[src/rtl/adc_seq_pkg.sv]
package adc_seq_pkg;

  typedef enum logic [1:0] {
    PH_LOW  = 2'd0,
    PH_ACQ  = 2'd1,
    PH_HIGH = 2'd2
  } phase_e;

  // Extra low-phase cycles that a narrow-pulse conversion still occupies
  function automatic int unsigned conv_spill(input int unsigned high_c,
                                             input int unsigned rdy_c,
                                             input logic narrow);
    if (narrow && (rdy_c > high_c)) return rdy_c - high_c;
    return 0;
  endfunction

  // True when a configuration leaves no room for a safe read
  function automatic logic cfg_is_bad(input int unsigned high_c,
                                      input int unsigned low_c,
                                      input int unsigned rdy_c,
                                      input int unsigned guard_c,
                                      input int unsigned rdlen_c,
                                      input logic narrow,
                                      input int unsigned min_high);
    logic bad;
    bad = (high_c < min_high) || (low_c == 0);
    if (narrow && (rdy_c == 0)) bad = 1'b1;
    if (low_c < guard_c + rdlen_c + conv_spill(high_c, rdy_c, narrow)) bad = 1'b1;
    return bad;
  endfunction

endpackage

[src/rtl/seq_cfg_regs.sv]
module seq_cfg_regs
  import adc_seq_pkg::*;
#(
  parameter int CNT_W     = 16,
  parameter int MIN_HIGH  = 4,
  parameter int DEF_HIGH  = 12,
  parameter int DEF_LOW   = 16,
  parameter int DEF_RDY   = 12,
  parameter int DEF_GUARD = 3,
  parameter int DEF_ACQ   = 5
) (
  input  logic             clk,
  input  logic             rst,
  input  logic             cfg_load,
  input  logic [CNT_W-1:0] in_high,
  input  logic [CNT_W-1:0] in_low,
  input  logic [CNT_W-1:0] in_rdy,
  input  logic [CNT_W-1:0] in_guard,
  input  logic [CNT_W-1:0] in_rd_len,
  input  logic [CNT_W-1:0] in_acq,
  input  logic             in_narrow,
  output logic [CNT_W-1:0] high_q,
  output logic [CNT_W-1:0] low_q,
  output logic [CNT_W-1:0] rdy_q,
  output logic [CNT_W-1:0] guard_q,
  output logic [CNT_W-1:0] acq_q,
  output logic             narrow_q,
  output logic             cfg_err
);

  logic load_bad;

  always_comb begin
    load_bad = cfg_is_bad(32'(in_high), 32'(in_low), 32'(in_rdy), 32'(in_guard),
                          32'(in_rd_len), in_narrow, 32'(MIN_HIGH));
  end

  always_ff @(posedge clk) begin
    if (rst) begin
      high_q   <= CNT_W'(DEF_HIGH);
      low_q    <= CNT_W'(DEF_LOW);
      rdy_q    <= CNT_W'(DEF_RDY);
      guard_q  <= CNT_W'(DEF_GUARD);
      acq_q    <= CNT_W'(DEF_ACQ);
      narrow_q <= 1'b0;
      cfg_err  <= 1'b0;
    end else if (cfg_load) begin
      high_q   <= in_high;
      low_q    <= in_low;
      rdy_q    <= in_rdy;
      guard_q  <= in_guard;
      acq_q    <= in_acq;
      narrow_q <= in_narrow;
      cfg_err  <= cfg_err | load_bad;
    end
  end

  assert_cfg_err_sticky_R9: assert property (@(posedge clk) disable iff (rst)
    $past(cfg_err) |-> cfg_err);

endmodule

[src/rtl/seq_phase_ctrl.sv]
module seq_phase_ctrl
  import adc_seq_pkg::*;
#(
  parameter int CNT_W   = 16,
  parameter int RST_LOW = 16
) (
  input  logic             clk,
  input  logic             rst,
  input  logic [CNT_W-1:0] high_len,
  input  logic [CNT_W-1:0] low_len,
  input  logic [CNT_W-1:0] acq_len,
  input  logic             chan_wr,
  output phase_e           phase,
  output logic [CNT_W-1:0] ph_remain,
  output logic             start_edge
);

  localparam logic [CNT_W-1:0] ONE = CNT_W'(1);

  phase_e           ph_q, ph_d;
  logic [CNT_W-1:0] cnt_q, cnt_d;
  logic             pend_q, pend_d;
  logic             last_cyc;
  logic             low_done;

  always_comb begin
    last_cyc = (cnt_q <= ONE);
    ph_d     = ph_q;
    cnt_d    = cnt_q - ONE;
    case (ph_q)
      PH_LOW: begin
        if (last_cyc) begin
          if (pend_q && (acq_len != '0)) begin
            ph_d  = PH_ACQ;
            cnt_d = acq_len;
          end else begin
            ph_d  = PH_HIGH;
            cnt_d = high_len;
          end
        end
      end
      PH_ACQ: begin
        if (last_cyc) begin
          ph_d  = PH_HIGH;
          cnt_d = high_len;
        end
      end
      PH_HIGH: begin
        if (last_cyc) begin
          ph_d  = PH_LOW;
          cnt_d = low_len;
        end
      end
      default: begin
        ph_d  = PH_LOW;
        cnt_d = low_len;
      end
    endcase
    low_done   = (ph_q == PH_LOW) && last_cyc;
    pend_d     = chan_wr | (pend_q & ~low_done);
    start_edge = (ph_d == PH_HIGH) && (ph_q != PH_HIGH);
  end

  always_ff @(posedge clk) begin
    if (rst) begin
      ph_q   <= PH_LOW;
      cnt_q  <= CNT_W'(RST_LOW);
      pend_q <= 1'b0;
    end else begin
      ph_q   <= ph_d;
      cnt_q  <= cnt_d;
      pend_q <= pend_d;
    end
  end

  assign phase     = ph_q;
  assign ph_remain = cnt_q;

  assert_acq_needs_write_R8: assert property (@(posedge clk) disable iff (rst)
    (ph_q == PH_ACQ && $past(ph_q) == PH_LOW) |-> $past(pend_q));

  assert_high_not_from_high_R2: assert property (@(posedge clk) disable iff (rst)
    start_edge |=> (ph_q == PH_HIGH && $past(ph_q) != PH_HIGH));

endmodule

[src/rtl/seq_conv_timer.sv]
module seq_conv_timer #(
  parameter int CNT_W = 16
) (
  input  logic             clk,
  input  logic             rst,
  input  logic             start_edge,
  input  logic             narrow,
  input  logic [CNT_W-1:0] high_len,
  input  logic [CNT_W-1:0] rdy_len,
  output logic             conv_busy,
  output logic             rdy_irq
);

  localparam logic [CNT_W-1:0] ONE = CNT_W'(1);

  logic [CNT_W-1:0] conv_cnt;
  logic [CNT_W-1:0] conv_len;
  logic             irq_q;

  always_comb begin
    conv_len = narrow ? rdy_len : high_len;
  end

  always_ff @(posedge clk) begin
    if (rst) begin
      conv_cnt <= '0;
      irq_q    <= 1'b0;
    end else begin
      irq_q <= (conv_cnt == ONE);
      if (start_edge)            conv_cnt <= conv_len;
      else if (conv_cnt != '0)   conv_cnt <= conv_cnt - ONE;
    end
  end

  assign conv_busy = (conv_cnt != '0);
  assign rdy_irq   = irq_q;

  assert_irq_one_cycle_R4: assert property (@(posedge clk) disable iff (rst)
    rdy_irq |=> !rdy_irq);

endmodule

[src/rtl/seq_read_guard.sv]
module seq_read_guard
  import adc_seq_pkg::*;
#(
  parameter int CNT_W  = 16,
  parameter int VIOL_W = 8
) (
  input  logic              clk,
  input  logic              rst,
  input  phase_e            phase,
  input  logic [CNT_W-1:0]  ph_remain,
  input  logic [CNT_W-1:0]  guard_len,
  input  logic              conv_busy,
  input  logic              rd_req,
  input  logic              rd_busy,
  output logic              rd_permit,
  output logic              rd_grant,
  output logic              rd_refuse,
  output logic [VIOL_W-1:0] viol_cnt,
  output logic              overrun
);

  localparam logic [VIOL_W-1:0] VIOL_MAX = '1;

  function automatic logic [VIOL_W-1:0] sat_inc(input logic [VIOL_W-1:0] v);
    return (v == VIOL_MAX) ? v : v + VIOL_W'(1);
  endfunction

  logic permit_c, permit_q, close_ev;
  logic grant_q, refuse_q, ovr_q;
  logic [VIOL_W-1:0] viol_q;

  always_comb begin
    permit_c = !rst && (phase == PH_LOW) && !conv_busy && (ph_remain > guard_len);
    close_ev = permit_q && !permit_c;
  end

  always_ff @(posedge clk) begin
    if (rst) begin
      permit_q <= 1'b0;
      grant_q  <= 1'b0;
      refuse_q <= 1'b0;
      viol_q   <= '0;
      ovr_q    <= 1'b0;
    end else begin
      permit_q <= permit_c;
      grant_q  <= rd_req && permit_c;
      refuse_q <= rd_req && !permit_c;
      if (rd_req && !permit_c) viol_q <= sat_inc(viol_q);
      ovr_q    <= ovr_q | (close_ev & rd_busy);
    end
  end

  assign rd_permit = permit_c;
  assign rd_grant  = grant_q;
  assign rd_refuse = refuse_q;
  assign viol_cnt  = viol_q;
  assign overrun   = ovr_q;

  assert_grant_in_window_R6: assert property (@(posedge clk) disable iff (rst)
    rd_grant |-> $past(rd_permit) && $past(rd_req));

  assert_viol_counts_R6: assert property (@(posedge clk) disable iff (rst)
    rd_refuse |-> (viol_cnt == $past(viol_cnt) + 1'b1) || (viol_cnt == VIOL_MAX));

  assert_overrun_sticky_R7: assert property (@(posedge clk) disable iff (rst)
    $past(overrun) |-> overrun);

endmodule

[src/rtl/adc_start_sequencer.sv]
module adc_start_sequencer
  import adc_seq_pkg::*;
#(
  parameter int CNT_W     = 16,
  parameter int VIOL_W    = 8,
  parameter int MIN_HIGH  = 4,
  parameter int DEF_HIGH  = 12,
  parameter int DEF_LOW   = 16,
  parameter int DEF_RDY   = 12,
  parameter int DEF_GUARD = 3,
  parameter int DEF_ACQ   = 5
) (
  input  logic              clk,
  input  logic              rst,
  input  logic              cfg_load,
  input  logic [CNT_W-1:0]  cfg_high,
  input  logic [CNT_W-1:0]  cfg_low,
  input  logic [CNT_W-1:0]  cfg_rdy_dly,
  input  logic [CNT_W-1:0]  cfg_guard,
  input  logic [CNT_W-1:0]  cfg_rd_len,
  input  logic [CNT_W-1:0]  cfg_acq,
  input  logic              cfg_narrow,
  input  logic              chan_wr,
  input  logic              rd_req,
  input  logic              rd_busy,
  output logic              conv_start,
  output logic              rdy_irq,
  output logic              rd_permit,
  output logic              rd_grant,
  output logic              rd_refuse,
  output logic [VIOL_W-1:0] viol_cnt,
  output logic              overrun,
  output logic              cfg_err
);

  logic [CNT_W-1:0] high_q, low_q, rdy_q, guard_q, acq_q;
  logic             narrow_q;
  phase_e           phase;
  logic [CNT_W-1:0] ph_remain;
  logic             start_edge;
  logic             conv_busy;

  seq_cfg_regs #(
    .CNT_W(CNT_W), .MIN_HIGH(MIN_HIGH), .DEF_HIGH(DEF_HIGH), .DEF_LOW(DEF_LOW),
    .DEF_RDY(DEF_RDY), .DEF_GUARD(DEF_GUARD), .DEF_ACQ(DEF_ACQ)
  ) u_cfg (
    .clk(clk), .rst(rst), .cfg_load(cfg_load),
    .in_high(cfg_high), .in_low(cfg_low), .in_rdy(cfg_rdy_dly),
    .in_guard(cfg_guard), .in_rd_len(cfg_rd_len), .in_acq(cfg_acq),
    .in_narrow(cfg_narrow),
    .high_q(high_q), .low_q(low_q), .rdy_q(rdy_q), .guard_q(guard_q),
    .acq_q(acq_q), .narrow_q(narrow_q), .cfg_err(cfg_err)
  );

  seq_phase_ctrl #(.CNT_W(CNT_W), .RST_LOW(DEF_LOW)) u_phase (
    .clk(clk), .rst(rst), .high_len(high_q), .low_len(low_q), .acq_len(acq_q),
    .chan_wr(chan_wr), .phase(phase), .ph_remain(ph_remain), .start_edge(start_edge)
  );

  seq_conv_timer #(.CNT_W(CNT_W)) u_conv (
    .clk(clk), .rst(rst), .start_edge(start_edge), .narrow(narrow_q),
    .high_len(high_q), .rdy_len(rdy_q), .conv_busy(conv_busy), .rdy_irq(rdy_irq)
  );

  seq_read_guard #(.CNT_W(CNT_W), .VIOL_W(VIOL_W)) u_guard (
    .clk(clk), .rst(rst), .phase(phase), .ph_remain(ph_remain), .guard_len(guard_q),
    .conv_busy(conv_busy), .rd_req(rd_req), .rd_busy(rd_busy),
    .rd_permit(rd_permit), .rd_grant(rd_grant), .rd_refuse(rd_refuse),
    .viol_cnt(viol_cnt), .overrun(overrun)
  );

  assign conv_start = (phase == PH_HIGH);

  assert_reset_state_R1: assert property (@(posedge clk) disable iff (rst)
    $past(rst) |-> !conv_start && !overrun && !cfg_err && (viol_cnt == '0));

  assert_square_irq_at_fall_R3: assert property (@(posedge clk) disable iff (rst)
    (!narrow_q && $fell(conv_start)) |-> rdy_irq);

  assert_no_permit_while_high_R5: assert property (@(posedge clk) disable iff (rst)
    rd_permit |-> !conv_start && !conv_busy);

  assert_no_permit_before_edge_R5: assert property (@(posedge clk) disable iff (rst)
    start_edge |-> !rd_permit || (guard_q == '0));

endmodule

[config.mk]
export PLATFORM = sky130hd
export DESIGN_NAME = adc_start_sequencer
export DESIGN_NICKNAME = d
export VERILOG_FILES = /design/src/rtl/adc_seq_pkg.sv /design/src/rtl/seq_cfg_regs.sv /design/src/rtl/seq_phase_ctrl.sv /design/src/rtl/seq_conv_timer.sv /design/src/rtl/seq_read_guard.sv /design/src/rtl/adc_start_sequencer.sv
export SDC_FILE = /design/constraint.sdc
export NUM_CORES = 1
export LEC_CHECK = 0
export BUFFER_PORTS_ARGS = -buffer_cell sky130_fd_sc_hd__buf_2
export CAP_MARGIN = 15
export CORE_ASPECT_RATIO = 1.5
export CORE_MARGIN = 5
export CORE_UTILIZATION = 45
export DETAILED_ROUTE_END_ITERATION = 12
export SYNTH_ARGS = -nofsm -noshare
export SYNTH_HDL_FRONTEND = slang
export SYNTH_SLANG_ARGS = --single-unit
[constraint.sdc]
create_clock -name clk -period 9.8 [get_ports clk]
set_input_delay 0.49 -clock clk [delete_from_list [all_inputs] [get_ports clk]]
set_output_delay 0.49 -clock clk [all_outputs]
set_load 0.005 [all_outputs]
==> impl_metrics.csv, run 1 <==
group,metric,value,unit
clock_network,post_cts_buffers,0,
synthesis,ys_seq_area_frac,0.280,
power,power,2.23,mW
timing,fmax,0.172,GHz
placed_design,hpwl,22800,um
route,first_pass_iters,6,
timing,setup_violations,0,
cells_and_area,seqCellArea,2600,um^2
die,start_util,0.456,
worst_setup_path,cp-startpoint,"cfg_high[1]",
synthesis,ys_types,73,
cells_and_area,layout_commonest_cell,"nor2_1",
synthesis,synth_ff_type,"dfxtp_1",
run_status,status,"finished clean",
worst_setup_path,critPathMaxFanout,16,
global_route,grt_pass1_wl,44600,um
clock_network,clk_path_buf_depth,2,
power,switchingPower,814,uW
worst_setup_path,crit_required,10170,ps
global_route,grtUsageTotal,0.243,
route,drtIter0Drc,429,
worst_setup_path,arrival,6160,ps
power,p_leak,4.99,nW
worst_setup_path,critPathCaptureType,"flip-flop",
die,die_h,186,um
global_route,grt_max_degree,60,
die,dieArea,23700,um^2
cells_and_area,multiInputGateArea,6270,um^2
worst_setup_path,reg2reg_from,"u_phase.ph_remain[9]$_SDFF_PP0_",
clock_network,clock-sinks,130,
placed_design,place_congestion,0.901,
global_route,grt-ovfl-total,0,
cells_and_area,fillers,1986,
power,intPower,1.41,mW
die,fp.coreArea,20400,um^2
synthesis,avgSynthCellArea,8.19,um^2
power,ir_drop,0.135,mV
timing,post-route-min-period,5800,ps
clock_network,cts_tree,"done",
cells_and_area,fin_nets,1424,
clock_network,cts_max_level,4,
timing,skew,10.6,ps
synthesis,synth_warnings,0,
synthesis,syn-cell-area,9300,um^2
timing,rsz0062_at_grt,"no",
placed_design,port_buffers,117,
route,vias,8524,
synthesis,netlist_instances,1136,
timing,fin_tns_setup,0,ps
cells_and_area,fin_area,10700,um^2
run,drv_cap,0,
hold_path,hold_path_class,"input port to flip-flop",
synthesis,ys_ff_latch,130,
die,die_w,127,um
power,power.share.clock,0.301,
global_route,grt_pass1_vias,8469,
worst_setup_path,critPathLaunchType,"input port",
worst_setup_path,criticalPathCategory,"input port to flip-flop",
cells_and_area,area_growth,15.2,%
timing,relSlewSlack,0.423,
route,drtAntennaViolNets,0,
hold_path,hold_start,"cfg_acq[2]",
timing,slew_violations,0,
route,vias_per_cell,5.65,
cells_and_area,final_cell_mix,"171 x nor2_1, 130 x dfxtp_1, 115 x buf_2",
power,power_density,208,nW/um^2
power,sequentialPowerShare,0.307,
clock_network,clk_latency,430,ps
timing,worst_pin_slew,865,ps
route,drt-total-wl,28700,um
cells_and_area,drive_gt1_frac,0.145,
clock_network,postCtsHoldBufs,0,
cells_and_area,num_antenna_cells,0,
route,drc,0,
synthesis,synth.net_count,1328,
die,pin_count,118,
power,swShare,0.366,
route,drt-wirelength-per-cell,19.1,um
clock_network,numCtsBuffers,17,
die,rows,64,
timing,hold_violations,0,
clock_network,path_clk_slew,60,ps
synthesis,synthArstFlopShare,0,
power,power_frac_comb,0.392,
synthesis,synth_edf_count,0,
global_route,antenna_found_initial,0,
timing,min_period_over_period,0.592,
cells_and_area,final_core_util,0.525,
clock_network,cts-root-buf,"clkbuf_16",
clock_network,cts_resized,0,
placed_design,dpl-instance-area,10100,um^2
## critical path, stage by stage
cell,delay (ps)
buf_2,100
inv_1,60
ha_1,290
nor2b_1,160
o2111ai_1,150
a21o_1,200
a2111o_1,430
a31o_2,270
a21o_1,320
a221oi_1,400
ha_1,290
or3_1,190
o22a_1,150
o31a_1,180
a21o_1,130
a21oi_1,80
o21ai_0,340
nor4_1,80
a211oi_1,250
ha_1,290
a21oi_1,130
a2bb2oi_1,160
o211ai_1,120
o211ai_1,190
a21oi_1,70
nor2b_1,160
a2111o_1,390
o21ai_0,70
## per-stage QoR
stage	hold slack [ps]	cells	setup slack (ps)
2_1_floorplan	436	1136	4270
3_3_place_gp	448	1477	3640
3_5_place_dp	475	1477	3560
4_1_cts	264	1508	3990
5_1_grt	282	1508	3450
6_report	282	1508	4000
## state kept, by name, indices dropped and copies added (netlist names), 2 cells and up
signal and cells:
u_cfg.acq_q 16, u_cfg.rdy_q 16, u_guard.viol_cnt 8, u_cfg.low_q 16, u_cfg.guard_q 16, u_conv.conv_cnt 16, u_cfg.high_q 16, u_phase.ph_remain 16
u_phase.phase 2
## routing by layer
layer / GRT usage / share of wire
met2: 0.432 / 0.51
met3: 0.0301 / 0.034
met4: 0.149 / 0.057
met1: 0.275 / 0.40
met5: 0 / 0
## final cells by class
| class | count | area share |
|---|---|---|
| multi-input cells | 894 | 0.585 |
| repair buffers | 125 | 0.0607 |
| flip-flops and latches | 130 | 0.243 |
| well taps | 264 | 0.0308 |
| clock inverters | 11 | 0.0142 |
| inverters | 64 | 0.0225 |
| clock buffers | 20 | 0.0435 |
## final timing paths
check / end / slack (ps) / depth (start not counted)
setup reg to reg: u_guard.viol_cnt[5]$_SDFFE_PP0P_ / 6540 / 10
setup / recovery: u_cfg.cfg_err$_SDFFE_PP0P_ / 4000 / 28
hold reg to reg: u_guard.overrun$_SDFF_PP0_ / 480 / 2
hold / removal: u_cfg.acq_q[2]$_SDFFE_PP1P_ / 280 / 3
## synth_stat cells (3+ instances only)
cell type | n | area, um^2
a211o_1 | 3 | 26.3
a211oi_1 | 24 | 180
a21o_1 | 23 | 173
a21oi_1 | 64 | 320
a22oi_1 | 4 | 30.0
a31oi_1 | 10 | 62.6
and2_1 | 7 | 43.8
and3_1 | 8 | 50.1
buf_1 | 7 | 26.3
buf_2 | 3 | 15.0
clkbuf_1 | 37 | 139
dfxtp_1 | 130 | 2600
fa_1 | 3 | 60.1
ha_1 | 86 | 1080
inv_1 | 62 | 233
mux2_2 | 8 | 90.1
mux2_4 | 4 | 60.1
mux2i_1 | 101 | 1010
nand2_1 | 75 | 282
nand2b_1 | 4 | 25.0
nand3_1 | 15 | 75.1
nand4_1 | 10 | 62.6
nor2_1 | 171 | 642
nor2b_1 | 25 | 156
nor3_1 | 22 | 110
nor4_1 | 24 | 150
o211ai_1 | 19 | 143
o21a_1 | 12 | 90.1
o21ai_0 | 43 | 215
o31a_1 | 4 | 35.0
o31ai_1 | 4 | 30.0
o41ai_1 | 5 | 43.8
or3_1 | 4 | 25.0
or4_1 | 7 | 52.6
xnor2_1 | 37 | 324
xor2_1 | 24 | 210
## cells by family after synthesis
family | synth area share
adder cells (fa/ha/maj) | 0.122
XOR/XNOR | 0.0574
AO/OA/AOI/OAI | 0.176
flip-flops | 0.280
AND/OR/NAND/NOR | 0.194
buffers and inverters | 0.0465
multiplexers | 0.125
## power groups by stage
stage	combinational [mW]	clock (mW)	sequential, mW
after global placement	0.863	0	0.692
after CTS	0.876	0.681	0.682
final	0.873	0.670	0.684
after floorplan	0.674	0	0.665
after global routing	0.982	0.703	0.693
after detailed placement	0.868	0	0.693
(Power assumes the default switching activity.)
==> inputs of run 2 (changes only) <==
--- a/config.mk
+++ b/config.mk
@@ -11,6 +11,7 @@
 export CORE_MARGIN = 5
 export CORE_UTILIZATION = 45
 export DETAILED_ROUTE_END_ITERATION = 12
+export PLACE_DENSITY = 0.67
 export SYNTH_ARGS = -nofsm -noshare
 export SYNTH_HDL_FRONTEND = slang
 export SYNTH_SLANG_ARGS = --single-unit
==> constraint.sdc (replaced) <==
create_clock -name clk -period 5.19 [get_ports clk]
set_input_delay 0.2595 -clock clk [delete_from_list [all_inputs] [get_ports clk]]
set_output_delay 0.2595 -clock clk [all_outputs]
set_load 0.005 [all_outputs]
==> impl_metrics.csv, run 2 (synthesis gave the netlist of run 1 again) <==
group,metric,value,unit
power,ir_drop,0.251,mV
route,drtIter0Drc,500,
timing,slew_violations,0,
route,drt-wirelength-per-cell,18.0,um
cells_and_area,final_cell_mix,"166 x nor2_1, 130 x dfxtp_1, 113 x buf_2",
cells_and_area,area_growth,24.5,%
global_route,grt.busiest_layer,"met2",
die,die_h,186,um
placed_design,port_buffers,117,
route,first_pass_iters,5,
clock_network,clock-sinks,130,
die,dieArea,23700,um^2
timing,fmax,0.199,GHz
route,drtAntennaViolNets,0,
worst_setup_path,slowest_delay,440,ps
clock_network,cts_max_level,4,
cells_and_area,layout_commonest_cell,"nor2_1",
hold_path,hold-path-cell-count,3,
global_route,grt_pass1_vias,8889,
timing,min_period_over_period,0.969,
hold_path,hold_path_class,"input port to flip-flop",
clock_network,numCtsBuffers,17,
die,die_w,127,um
worst_setup_path,reg2reg_from,"u_phase.ph_remain[9]$_SDFF_PP0_",
timing,fin_tns_setup,0,ps
hold_path,hold_start,"chan_wr",
die,start_util,0.456,
placed_design,dpl_worst_slack,-437,ps
timing,rsz0062_at_grt,"yes",
worst_setup_path,criticalPathCategory,"input port to flip-flop",
worst_setup_path,ff2ff_path_depth,10,
placed_design,place_congestion,0.990,
global_route,gr-usage-met3,0.0284,
route,vias_per_cell,5.64,
worst_setup_path,crit_required,5550,ps
placed_design,hpwl,22900,um
clock_network,cts-root-buf,"clkbuf_16",
global_route,grt_pass1_wl,45100,um
timing,setup_violations,0,
cells_and_area,num_antenna_cells,0,
die,fp.coreArea,20400,um^2
run,drv_cap,0,
timing,hold_violations,0,
global_route,antenna_found_initial,0,
power,power,4.22,mW
run_status,status,"finished clean",
timing,post-route-min-period,5030,ps
cells_and_area,fin_nets,1523,
clock_network,postCtsHoldBufs,0,
cells_and_area,drive_gt1_frac,0.230,
route,drc,0,
worst_setup_path,critPathLaunchType,"input port",
global_route,gr-usage-met2,0.437,
clock_network,clk_path_buf_depth,2,
clock_network,cts_tree,"done",
worst_setup_path,cp_common_cell,"a21o_1",
timing,fin_ws,161,ps
clock_network,clk_latency,420,ps
power,p_leak,5.47,nW
global_route,grt_use_met1,0.273,
worst_setup_path,cpMaxStageDelayCell,"a2111o_1",
worst_setup_path,cp-startpoint,"cfg_high[1]",
die,pin_count,118,
worst_setup_path,arrival,5390,ps
timing,worst_pin_slew,1060,ps
worst_setup_path,critPathCaptureType,"flip-flop",
timing,skew,7.34,ps
global_route,grt_max_degree,75,
global_route,grt-ovfl-total,0,
power,power_density,364,nW/um^2
worst_setup_path,critPathMaxFanout,4,
timing,relSlewSlack,0.295,
clock_network,path_clk_slew,60,ps
route,vias,9070,
global_route,grtUsageTotal,0.241,
die,rows,64,
route,drt-total-wl,29000,um
[run 2: cell types whose count changed in the layout (fill, tap and decap cells not counted), moves of 4 or more]
cell | before | now
a211oi_2 | 0 | 5
clkinv_2 | 2 | 6
nor2_2 | 0 | 4
ha_1 | 86 | 81
a211oi_1 | 24 | 19
nor2_1 | 171 | 166
buf_4 | 10 | 107
ha_4 | 0 | 4
[run 2: worst max-delay path, delay by kind of cell]
family / cells / cell delay, ps
simple gates: 3 / 610
fa+ha+maj: 3 / 860
compound gates: 20 / 3370
buf+inv: 3 / 250
[run 2: metal layers]
metal	part of all wire	wire, um	vias up
li1	-	-	4471
met1	0.40	11600	4305
met2	0.52	15000	219
met3	0.030	861	75
met4	0.051	1480	0
met5	0	0	-
[run 2: path summary, 6_finish.rpt]
| check | end | slack [ps] |
|---|---|---|
| max reg2reg | u_guard.viol_cnt[5]$_SDFFE_PP0P_ | 1850 |
| min | u_phase.pend_q$_SDFF_PP0_ | 70 |
| min reg2reg | u_guard.overrun$_SDFF_PP0_ | 460 |
| max | u_cfg.cfg_err$_SDFFE_PP0P_ | 160 |
[run 2: layout make-up]
cell class | instances | area, um^2
fillers | 1912 | 8830
clock buffers | 18 | 439
multi-input cells | 894 | 6440
repair buffers | 224 | 1420
well taps | 264 | 330
flip-flops and latches | 130 | 2600
inverters | 64 | 244
clock inverters | 13 | 114
[run 2: through the flow]
| step | utilization | cells | area, um^2 | hold WS, ps |
|---|---|---|---|---|
| finish | 0.567 | 1607 | 11600 | 67.8 |
| global route | 0.567 | 1607 | 11600 | 63.6 |
| CTS | 0.556 | 1601 | 11400 | 53.6 |
| detailed placement | 0.529 | 1570 | 10800 | 461 |
| global placement | 0.529 | 1570 | 10800 | 444 |
| floorplan | - | 1136 | 9310 | 377 |
[run 2: power breakdown]
part / switching, mW / internal, mW
combinational: 0.947 / 0.857
sequential: 0.158 / 1.14
clock: 0.454 / 0.667
total: 1.56 / 2.66
[run 2: what timing repair did]
action                                  4_1_cts  5_1_grt
resized for setup                             0       42
buffers inserted                              0        6
endpoints found under the setup margin        0        1
==> inputs of run 3 (changes only) <==
--- a/config.mk
+++ b/config.mk
@@ -6,12 +6,13 @@
 export NUM_CORES = 1
 export LEC_CHECK = 0
 export BUFFER_PORTS_ARGS = -buffer_cell sky130_fd_sc_hd__buf_2
-export CAP_MARGIN = 15
+export CAP_MARGIN = 20
 export CORE_ASPECT_RATIO = 1.5
 export CORE_MARGIN = 5
 export CORE_UTILIZATION = 45
 export DETAILED_ROUTE_END_ITERATION = 12
 export PLACE_DENSITY = 0.67
+export RECOVER_POWER = 100
 export SYNTH_ARGS = -nofsm -noshare
 export SYNTH_HDL_FRONTEND = slang
 export SYNTH_SLANG_ARGS = --single-unit
==> impl_metrics.csv, run 3 (synthesis gave the netlist of run 1 again) <==
group,metric,value,unit
cells_and_area,final_core_util,0.565,
cells_and_area,num_antenna_cells,0,
placed_design,place_congestion,0.990,
route,drt-total-wl,29000,um
timing,fmax,0.199,GHz
run,drv_cap,2,
die,start_util,0.456,
clock_network,cts-root-buf,"clkbuf_16",
cells_and_area,fin_nets,1523,
cells_and_area,layout_commonest_cell,"nor2_1",
cells_and_area,multiInputGateArea,6400,um^2
die,die_h,186,um
clock_network,postCtsHoldBufs,0,
route,drc,0,
timing,min_period_over_period,0.968,
die,dieArea,23700,um^2
run_status,status,"complete, but fails checks",
power,ir_drop,0.247,mV
timing,hold_violations,0,
worst_setup_path,cpMaxStageDelayCell,"a2111o_1",
worst_setup_path,critPathLaunchType,"input port",
route,drtIter0Drc,481,
worst_setup_path,arrival,5390,ps
clock_network,clk_latency,420,ps
die,rows,64,
global_route,grt_max_degree,75,
timing,skew,7.85,ps
global_route,grt_pass1_wl,45100,um
clock_network,cts_tree,"done",
clock_network,path_clk_slew,60,ps
hold_path,hold_path_class,"input port to flip-flop",
route,drt-wirelength-per-cell,18.0,um
cells_and_area,area_growth,24.0,%
cells_and_area,seqCellArea,2600,um^2
placed_design,dpl.cell_count,1570,
cells_and_area,fin_cells,1607,
power,power_density,364,nW/um^2
clock_network,clock-sinks,130,
die,pin_count,118,
power,p_leak,5.43,nW
worst_setup_path,critPathCaptureType,"flip-flop",
cells_and_area,fillers,1928,
placed_design,dpl_worst_slack,-437,ps
cells_and_area,fin_area,11500,um^2
placed_design,port_buffers,117,
route,vias,9103,
timing,post-route-min-period,5030,ps
clock_network,clk_path_buf_depth,2,
global_route,grt_pass1_vias,8889,
worst_setup_path,slowest_delay,440,ps
worst_setup_path,cp_common_cell,"a21o_1",
global_route,grt-ovfl-total,0,
clock_network,numCtsBuffers,17,
placed_design,dpl-instance-area,10800,um^2
worst_setup_path,critPathMaxFanout,4,
worst_setup_path,crit_required,5550,ps
run_status,violations,"capacitance limit, slew limit",
die,fp.coreArea,20400,um^2
timing,rsz0062_at_grt,"yes",
route,first_pass_iters,5,
timing,worst_pin_slew,3470,ps
timing,fin_ws,164,ps
worst_setup_path,criticalPathCategory,"input port to flip-flop",
timing,slew_violations,89,
timing,setup_violations,0,
placed_design,hpwl,22900,um
route,drtAntennaViolNets,0,
clock_network,cts_max_level,4,
cells_and_area,final_cell_mix,"166 x nor2_1, 130 x dfxtp_1, 108 x buf_2",
timing,relSlewSlack,-1.31,
die,die_w,127,um
global_route,grtUsageTotal,0.241,
hold_path,hold-path-cell-count,3,
global_route,antenna_found_initial,0,
cells_and_area,drive_gt1_frac,0.220,
worst_setup_path,ff2ff_path_depth,10,
route,vias_per_cell,5.66,
## run 3: path summary, 6_finish.rpt
check,startpoint,to,slack [ps]
worst min-delay path,chan_wr,u_phase.pend_q$_SDFF_PP0_,60
worst max register to register,u_phase.ph_remain[9]$_SDFF_PP0_,u_guard.viol_cnt[5]$_SDFFE_PP0P_,1180
worst max-delay path,cfg_high[1],u_cfg.cfg_err$_SDFFE_PP0P_,160
worst min register to register,u_guard.overrun$_SDFF_PP0_,u_guard.overrun$_SDFF_PP0_,460
## run 3: stage by stage
step                setup TNS, ps  hold slack [ps]  power, mW
floorplan                       0              377       2.53
global placement             -354              444       3.01
detailed placement           -437              461       3.04
CTS                             0             53.6       4.17
global route                 -153             64.0       4.49
finish                          0             60.6       4.20
## run 3: area by class of cell
| class | instances | share of cell area |
|---|---|---|
| clock inverter | 13 | 0.00987 |
| clock buffer | 18 | 0.0381 |
| timing repair buffer | 224 | 0.121 |
| inverter | 64 | 0.0212 |
| tap | 264 | 0.0286 |
| multi-input combinational | 894 | 0.555 |
| sequential | 130 | 0.226 |
## run 3: critical path: cells and delay by family
family / cells / cell delay [ps]
AND/OR/NAND/NOR: 3 / 610
AO/OA/AOI/OAI: 20 / 3380
buffers and inverters: 3 / 250
adder cells (fa/ha/maj): 3 / 860
## run 3: metal layers
layer | track usage | routed length (um) | share of wire | vias up
met4 | 0.129 | 1550 | 0.054 | 0
li1 | - | - | - | 4473
met2 | 0.437 | 14900 | 0.51 | 242
met3 | 0.0284 | 960 | 0.033 | 77
met1 | 0.273 | 11600 | 0.40 | 4311
met5 | 0 | 0 | 0 | -
## run 3: timing repair
| item | in CTS | in global routing |
|---|---|---|
| buffers inserted | 0 | 6 |
| gates resized for setup | 0 | 42 |
| endpoints found under the setup margin | 0 | 1 |
## run 3: report_power, final
group          internal [mW]  switching [mW]
clock                  0.667           0.455
combinational          0.848           0.940
sequential              1.14           0.156
total                   2.65            1.55
